File: src/rtl/cla_pkg.sv
// Shared types for the lookahead adder.
// Assumes: nothing beyond IEEE 1800-2017 packages.
package cla_pkg;

    // Per-bit carry terms: generate and propagate.
    typedef struct packed {
        logic gen;
        logic prop;
    } bit_terms_t;

    // Per-slice carry terms handed to the second level.
    typedef struct packed {
        logic gen;
        logic prop;
    } slice_terms_t;

endpackage

File: src/rtl/cla_bit_pg.sv
// Bit-level term cell: forms generate (AND) and propagate (OR)
// for one operand bit pair, plus the half-sum used for the sum bit.
// Assumes: purely combinational use.
module cla_bit_pg
    import cla_pkg::*;
(
    input  logic       x_i,
    input  logic       y_i,
    output bit_terms_t terms_o,
    output logic       half_o
);

    // Purpose: derive the per-bit generate/propagate and the XOR half-sum.
    always_comb begin
        terms_o.gen  = x_i & y_i;
        terms_o.prop = x_i | y_i;
        half_o       = x_i ^ y_i;
    end

endmodule

File: src/rtl/cla_slice.sv
// Slice of SLICE_W bits. Every internal carry is a flat sum of
// products over the bit terms, so there is no ripple inside the slice.
// The slice also reports its own generate/propagate for the second level.
// Assumes: SLICE_W is small (a few bits), so the flat terms stay narrow.
module cla_slice
    import cla_pkg::*;
#(
    parameter int SLICE_W = 4
) (
    input  logic [SLICE_W-1:0] x_i,
    input  logic [SLICE_W-1:0] y_i,
    input  logic               cin_i,
    output logic [SLICE_W-1:0] sum_o,
    output slice_terms_t       terms_o
);

    bit_terms_t         bt [SLICE_W];
    logic [SLICE_W-1:0] half;
    logic [SLICE_W-1:0] g;
    logic [SLICE_W-1:0] p;
    logic [SLICE_W:0]   c;

    // One term cell per bit of the slice.
    for (genvar i = 0; i < SLICE_W; i++) begin : g_bit
        cla_bit_pg u_pg (
            .x_i    (x_i[i]),
            .y_i    (y_i[i]),
            .terms_o(bt[i]),
            .half_o (half[i])
        );
        assign g[i] = bt[i].gen;
        assign p[i] = bt[i].prop;
    end

    // Purpose: flat sum-of-products carry into each bit of the slice.
    always_comb begin
        c[0] = cin_i;
        for (int i = 0; i < SLICE_W; i++) begin
            logic acc;
            logic prod;
            prod = cin_i;
            for (int m = 0; m <= i; m++) prod = prod & p[m];
            acc = prod;
            for (int j = 0; j <= i; j++) begin
                logic t;
                t = g[j];
                for (int m = j + 1; m <= i; m++) t = t & p[m];
                acc = acc | t;
            end
            c[i+1] = acc;
        end
    end

    // Purpose: sum bits from the half-sums and the lookahead carries.
    always_comb begin
        for (int i = 0; i < SLICE_W; i++) sum_o[i] = half[i] ^ c[i];
    end

    // Purpose: slice generate (no carry-in term) and slice propagate.
    always_comb begin
        logic acc;
        acc = 1'b0;
        for (int j = 0; j < SLICE_W; j++) begin
            logic t;
            t = g[j];
            for (int m = j + 1; m < SLICE_W; m++) t = t & p[m];
            acc = acc | t;
        end
        terms_o.gen  = acc;
        terms_o.prop = &p;
    end

endmodule

File: src/rtl/cla_lookahead.sv
// Second lookahead level. It turns the slice generate/propagate terms
// and the block carry-in into the carry for every slice and the final
// carry-out. Each carry is one flat sum of products; nothing chains.
// Assumes: N_SLICES is small (a handful), so term widths stay modest.
module cla_lookahead
    import cla_pkg::*;
#(
    parameter int N_SLICES = 4
) (
    input  slice_terms_t        terms_i [N_SLICES],
    input  logic                cin_i,
    output logic [N_SLICES-1:0] slice_cin_o,
    output logic                cout_o
);

    logic [N_SLICES-1:0] sg;
    logic [N_SLICES-1:0] sp;
    logic [N_SLICES:0]   cc;

    // Unpack the slice terms into vectors.
    for (genvar k = 0; k < N_SLICES; k++) begin : g_unpack
        assign sg[k] = terms_i[k].gen;
        assign sp[k] = terms_i[k].prop;
    end

    // Purpose: flat carry into each slice boundary k (cc[k] enters slice k).
    always_comb begin
        cc[0] = cin_i;
        for (int k = 1; k <= N_SLICES; k++) begin
            logic acc;
            logic prod;
            prod = cin_i;
            for (int m = 0; m < k; m++) prod = prod & sp[m];
            acc = prod;
            for (int j = 0; j < k; j++) begin
                logic t;
                t = sg[j];
                for (int m = j + 1; m < k; m++) t = t & sp[m];
                acc = acc | t;
            end
            cc[k] = acc;
        end
    end

    assign slice_cin_o = cc[N_SLICES-1:0];
    assign cout_o      = cc[N_SLICES];

endmodule

File: src/rtl/cla16_adder.sv
// Top level: WIDTH-bit adder from WIDTH/SLICE_W lookahead slices, with a
// second lookahead level supplying every slice carry directly.
// Assumes: WIDTH is a multiple of SLICE_W; operands are unsigned.
module cla16_adder
    import cla_pkg::*;
#(
    parameter int WIDTH   = 16,
    parameter int SLICE_W = 4
) (
    input  logic [WIDTH-1:0] a_i,
    input  logic [WIDTH-1:0] b_i,
    input  logic             carry_i,
    output logic [WIDTH-1:0] sum_o,
    output logic             carry_o
);

    localparam int N_SLICES = WIDTH / SLICE_W;

    slice_terms_t        st [N_SLICES];
    logic [N_SLICES-1:0] slice_cin;

    // One slice per SLICE_W-bit field of the operands.
    for (genvar k = 0; k < N_SLICES; k++) begin : g_slice
        cla_slice #(.SLICE_W(SLICE_W)) u_slice (
            .x_i    (a_i[k*SLICE_W +: SLICE_W]),
            .y_i    (b_i[k*SLICE_W +: SLICE_W]),
            .cin_i  (slice_cin[k]),
            .sum_o  (sum_o[k*SLICE_W +: SLICE_W]),
            .terms_o(st[k])
        );
    end

    // Second-level lookahead across the slices.
    cla_lookahead #(.N_SLICES(N_SLICES)) u_look (
        .terms_i    (st),
        .cin_i      (carry_i),
        .slice_cin_o(slice_cin),
        .cout_o     (carry_o)
    );

endmodule

File: config.mk
export PLATFORM = sky130hd
export DESIGN_NAME = cla16_adder
export DESIGN_NICKNAME = d
export VERILOG_FILES = /design/src/rtl/cla_pkg.sv /design/src/rtl/cla_bit_pg.sv /design/src/rtl/cla_slice.sv /design/src/rtl/cla_lookahead.sv /design/src/rtl/cla16_adder.sv
export SDC_FILE = /design/constraint.sdc
export NUM_CORES = 1
export LEC_CHECK = 0
export ABC_AREA = 1
export BUFFER_PORTS_ARGS = -buffer_cell sky130_fd_sc_hd__buf_2
export CORE_UTILIZATION = 49
export DETAILED_ROUTE_END_ITERATION = 6
export PLACE_DENSITY = 0.84
export RECOVER_POWER = 100
export SLEW_MARGIN = 20
export SYNTH_ARGS = -nofsm -noshare
export SYNTH_HDL_FRONTEND = slang
export SYNTH_SLANG_ARGS = --single-unit
File: constraint.sdc
create_clock -name vclk -period 2.45
set_input_delay 0.49 -clock vclk [all_inputs]
set_output_delay 0.49 -clock vclk [all_outputs]
set_load 0.02 [all_outputs]
==> results of run 1 <==
## critical path: cells and delay by family
| family | cells | cell delay [ns] |
|---|---|---|
| buf+inv | 4 | 0.40 |
| simple gates | 9 | 0.94 |
| fa+ha+maj | 1 | 0.21 |
## per-layer routing
metal  vias up  GRT usage (%)  routed length, um
met2        27           47.7               1680
met1       495           18.2                884
met4         0           1.11                 95
met5         -              0                  0
met3         8          0.377                 83
li1        525              -                  -
## cell families after synthesis
logic type / count (synthesis)
AND/OR/NAND/NOR: 36
adder cells (fa/ha/maj): 36
AO/OA/AOI/OAI: 8
buffers and inverters: 49
XOR/XNOR: 11
## area by class of cell
type / count / area (um^2)
fillers: 113 / 308
multi-input cells: 91 / 1010
repair buffers: 61 / 414
inverters: 49 / 191
well taps: 27 / 33.8
## per-stage QoR
stage	utilization [%]	hold slack, ns	worst slack (ns)
6_report	84.3	1.41	-0.0745
5_1_grt	84.3	1.45	-0.208
4_1_cts	76.7	1.38	-0.0471
3_5_place_dp	68.9	1.38	-0.119
3_3_place_gp	68.9	1.37	-0.0517
2_1_floorplan	-	1.23	0.0137
## worst paths after layout
| kind | end | start | depth (start not counted) | slack [ns] |
|---|---|---|---|---|
| min | sum_o[12] | b_i[12] | 3 | 1.41 |
| max | carry_o | a_i[8] | 14 | -0.07 |
## timing repair
item                       CTS  global route
setup buffers                3             2
pin swaps                   22            23
setup endpoints to repair    8            11
resized for setup           40            35
## cells in the final DEF (no fill, tap or decap)
cell,synthesis,layout
a21oi_4,0,1
nor2_1,4,2
ha_1,32,19
ha_2,0,4
nand2_1,14,9
fa_2,0,1
clkbuf_2,0,4
clkbuf_1,0,5
nor4_1,1,1
nor2_2,3,3
nand3_2,1,1
o21bai_1,1,1
nand2_2,7,12
nand2_4,3,3
buf_2,0,24
fa_1,4,3
buf_6,0,10
nor2_4,1,3
xnor2_1,3,3
buf_4,0,17
a21oi_1,2,1
inv_2,3,11
a31o_4,0,1
inv_1,46,35
ha_4,0,9
o21ai_0,1,1
buf_8,0,1
xor2_1,8,8
nand3_1,1,1
and3_4,0,1
a21oi_2,3,3
inv_4,0,3
## power groups by stage
stage,registers [uW],clock network [uW],logic (uW)
floorplan,0,0,233
CTS,0,0,393
global placement,0,0,336
detailed placement,0,0,349
finish,0,0,437
global route,0,0,476
==> impl_metrics.ini, run 1 <==
[detailed_routing]
wl_per_cell_um = 12.0
drtPass1Iterations = 4
drtAntennaViolNets = 0
via_count = 1055
drt_iter0_markers = 7
drc = 0
wl_um = 2740
vias_per_cell = 4.63

[run_status]
outcome = finished with violations
violations = negative setup slack

[timing]
setup_violations = 6
timing.setup.tns_ns = -0.286
fmax_mhz = 396
period_minus_slack_ns = 2.52
finalMaxSlewViolations = 0
finalWorstSetupSlack_ns = -0.0745
worst_pin_slew_ns = 0.378
slew_headroom_pct = 74.5
rsz0062_at_grt = true
final-hold-violation-count = 0
fin_crit_sh_pct = 103

[logic_synthesis]
synthXorXnorAreaFrac_pct = 9.42
synth_top_family_by_area = adder cells
synthMuxAreaShare_pct = 0
ys_seq_area_share_pct = 0
yosys.area.top_type = ha_1
syn_nets = 209
synth_area_um2 = 1020
synth-simple-area-share_pct = 20.0
yosysMostFrequentCell = inv_1
avgSynthCellArea_um2 = 7.30
synth_commonest_cells = 46 x inv_1, 32 x ha_1, 14 x nand2_1
ys_types = 21
synth_top_cell_area_share_pct = 39.2
synth_compound_area_share_pct = 5.63
synthTopCellsByArea = ha_1 39%, inv_1 17%, fa_1 7.8%
synthAdderAreaFrac_pct = 47.0
yosysWarnings = 0
synthCells = 140

[clocking]
postCtsHoldBufs = 0

[placement]
io_buffers = 50
routabilityCongestion = 0.770
placed_cells = 223
place_hpwl_um = 1770
dpl_cell_area_um2 = 1350

[die]
core_area_um2 = 1960
die_h_um = 47.7
num_io_pins = 50
die_w_um = 47.7
num_rows = 16
die-area_um2 = 2270
start_util_pct = 52.1

[layout]
insertedDiodeCount = 0
nFlopsAndLatches = 0
drive_gt1_share_pct = 55.7
fin_nets = 272
clkbuf_count = 0
area_delta_synth_final_pct = 61.8
fin_cells = 228
final_cell_area_um2 = 1650
seqCellArea_um2 = 0

[power]
switching_share_pct = 55.2
pwr-share-seq_pct = 0
power_frac_comb_pct = 100.0
internal_power_uw = 195
ir_drop_v = 0.000179
leakagePower_uw = 0.000922
fin_total_pwr_uw = 437
switching_power_uw = 241
p_clk_share_pct = 0
cellPowerDensity_nw_per_um2 = 264

[critical_path]
crit_top_cell = nand2_2
worstPathArrival_ns = 2.03
crit_path_end_kind = primary output
critical_path_class = primary input to primary output
path_max_fanout = 3
crit_chain = buf_2 > inv_1 > ha_1 > nor4_1 > nand2_2 > nand2_2 > buf_4 > nand2_2 > nand2_2 > nand2_2 > nand2_2 > nand2_1 > nand2_1 > buf_6
crit_slowest_cell = nor4_1
start_kind = primary input
max_stage_delay_ns = 0.40
worst-endpoint-required_ns = 1.96

[global_routing]
grt_usage_pct = 19.9
grt_pass1_vias = 923
grt_pass1_wl_um = 3370
grt_max_degree = 4
grt_remaining_overflow = 0
antenna_found_initial = 0

[worst_hold_path]
hold_class = primary input to primary output

[flow_run]
drv_cap = 0
No activity file was read; power rests on OpenSTA's default activity.
==> inputs of run 2 (changes only) <==
Settings changed: CORE_UTILIZATION 49 to 51, PLACE_DENSITY 0.84 to 0.85, SYNTH_HIERARCHICAL from default to 1.
==> run 2 against run 1 <==
Effect of this change: the flow still finishes with violations (negative setup slack); sequential cell count is the same; global-route usage grew 2.8 points; hold slack gained 0.017 ns; critical path depth grew 2; first-iteration DRC count grew to 14 times the previous value; utilization grew 8.9 points; combinational power grew 26%; design area grew 15%.
==> impl_metrics.ini, run 2 <==
[detailed_routing]
wl_per_cell_um = 17.3
wl_um = 5120
drc = 0
drt_iter0_markers = 99
drtAntennaViolNets = 0
vias_per_cell = 5.88
drtPass1Iterations = 5
via_count = 1741

[placement]
place_hpwl_um = 2140
routabilityCongestion = 0.771
dpl_cell_area_um2 = 1530
io_buffers = 50

[timing]
fmax_mhz = 375
setup_violations = 15
final-hold-violation-count = 0
worst_pin_slew_ns = 0.253
slew_headroom_pct = 83.2
finalWorstSetupSlack_ns = -0.218
fin_crit_sh_pct = 109
rsz0062_at_grt = true
finalMaxSlewViolations = 0
period_minus_slack_ns = 2.67

[die]
core_area_um2 = 2040
die_h_um = 49.6
start_util_pct = 56.6
num_rows = 16
die-area_um2 = 2460
num_io_pins = 50
die_w_um = 49.6

[layout]
fin_nets = 336
area_delta_synth_final_pct = 64.7
mostFrequentLayoutCell = inv_1
final_cell_area_um2 = 1900
insertedDiodeCount = 0
clkbuf_count = 0
drive_gt1_share_pct = 47.2
seqCellArea_um2 = 0
final_cell_mix = 44 x inv_1, 35 x nand2_1, 34 x buf_4, 34 x buf_2, 24 x ha_1
nFlopsAndLatches = 0

[logic_synthesis]
ys_types = 14
yosys.area.top_type = ha_1
synth_area_um2 = 1160
synthTopCellsByArea = ha_1 35%, inv_1 20%, nand2_1 14%
synth_top_cell_area_share_pct = 34.6
ys_seq_area_share_pct = 0
yosysMostFrequentCell = inv_1
avgSynthCellArea_um2 = 6.05
yosysWarnings = 6
synthCells = 191
synth_commonest_cells = 62 x inv_1, 43 x nand2_1, 32 x ha_1
syn_nets = 256

[run_status]
violations = negative setup slack
outcome = finished with violations

[power]
cellPowerDensity_nw_per_um2 = 289
ir_drop_v = 0.000274
fin_total_pwr_uw = 550
leakagePower_uw = 0.00116

[critical_path]
worstPathArrival_ns = 2.18
startpoint = a_i[1]
crit_path_end_kind = primary output
critical_path_class = primary input to primary output
path_max_fanout = 4
worst-endpoint-required_ns = 1.96
cp-endpoint = sum_o[11]
start_kind = primary input

[global_routing]
grt_remaining_overflow = 0
grt_max_degree = 7
grt_pass1_vias = 1250
grt_usage_pct = 22.8
antenna_found_initial = 0
grt_pass1_wl_um = 4680

[worst_hold_path]
hold_class = primary input to primary output

[flow_run]
drv_cap = 0
-- run 2: cell count changes after synthesis, sizes merged, moves of 2 or more --
cell,previous run,this run
nand2,24,43
nand3,2,17
inv,49,62
nand4,0,10
a31oi,0,4
fa,4,0
nor2,8,4
a21o,0,2
-- run 2: layer usage --
metal	global-route usage (%)	wire (um)	vias up
met3	0.617	510	60
met1	26.3	1790	783
met2	46.6	2400	160
li1	-	-	738
met4	1.90	423	0
met5	0	0	-
-- run 2: kinds of logic (layout without fill, tap and decap cells) --
group                    Yosys count  in the layout  share of synthesized area [%]
AO/OA/AOI/OAI                     10             10                           5.19
buffers and inverters             63            141                           20.8
adder cells (fa/ha/maj)           32             32                           34.6
XOR/XNOR                          12             12                           9.09
AND/OR/NAND/NOR                   74             74                           30.3
-- run 2: worst min-delay path by stage --
stage / from / endpoint / slack (ns) / depth (start not counted)
after global routing: carry_i / sum_o[0] / 1.43 / 3
after global placement: carry_i / sum_o[0] / 1.35 / 3
final: carry_i / sum_o[0] / 1.43 / 3
after floorplan: carry_i / sum_o[0] / 1.22 / 2
after detailed placement: carry_i / sum_o[0] / 1.36 / 3
after CTS: carry_i / sum_o[0] / 1.35 / 3
-- run 2: timing repair --
item,in CTS,in global routing
endpoints found under the setup margin,7,14
hold buffers,0,0
pin swaps,9,24
setup buffers,11,6
resized for setup,21,58
-- run 2: area by class of cell --
class | instances | area [um^2]
inverters | 62 | 243
well taps | 27 | 33.8
multi-input cells | 128 | 1080
repair buffers | 79 | 551
fillers | 78 | 138
-- run 2: stage by stage --
stage | cells | worst slack, ns | hold slack (ns) | TNS, ns | util (%)
after global placement | 279 | -0.0550 | 1.35 | -0.131 | 74.9
after CTS | 290 | -0.0658 | 1.35 | -0.199 | 82.5
after floorplan | 191 | 0.0610 | 1.22 | 0 | -
final | 296 | -0.218 | 1.43 | -2.28 | 93.3
after detailed placement | 279 | -0.0876 | 1.36 | -0.262 | 74.9
after global routing | 296 | -0.249 | 1.43 | -2.88 | 93.3
-- run 2: where the power goes --
part | internal, uW | total [uW] | leakage (uW) | switching [uW]
registers | 0 | 0 | 0 | 0
logic | 239 | 550 | 0.00116 | 311
clock network | 0 | 0 | 0 | 0
-- run 2: worst max-delay path, stage by stage --
cell and delay [ns]:
buf_8 0.10, inv_4 0.05, ha_4 0.14, inv_4 0.04
nand2_4 0.06, nand2_2 0.05, a31oi_1 0.15, nand2_1 0.12
a21o_1 0.19, a21o_1 0.21, nand3_2 0.09, nand3_2 0.10
nand2_1 0.10, nand3_1 0.09, nand2_1 0.09, buf_6 0.11
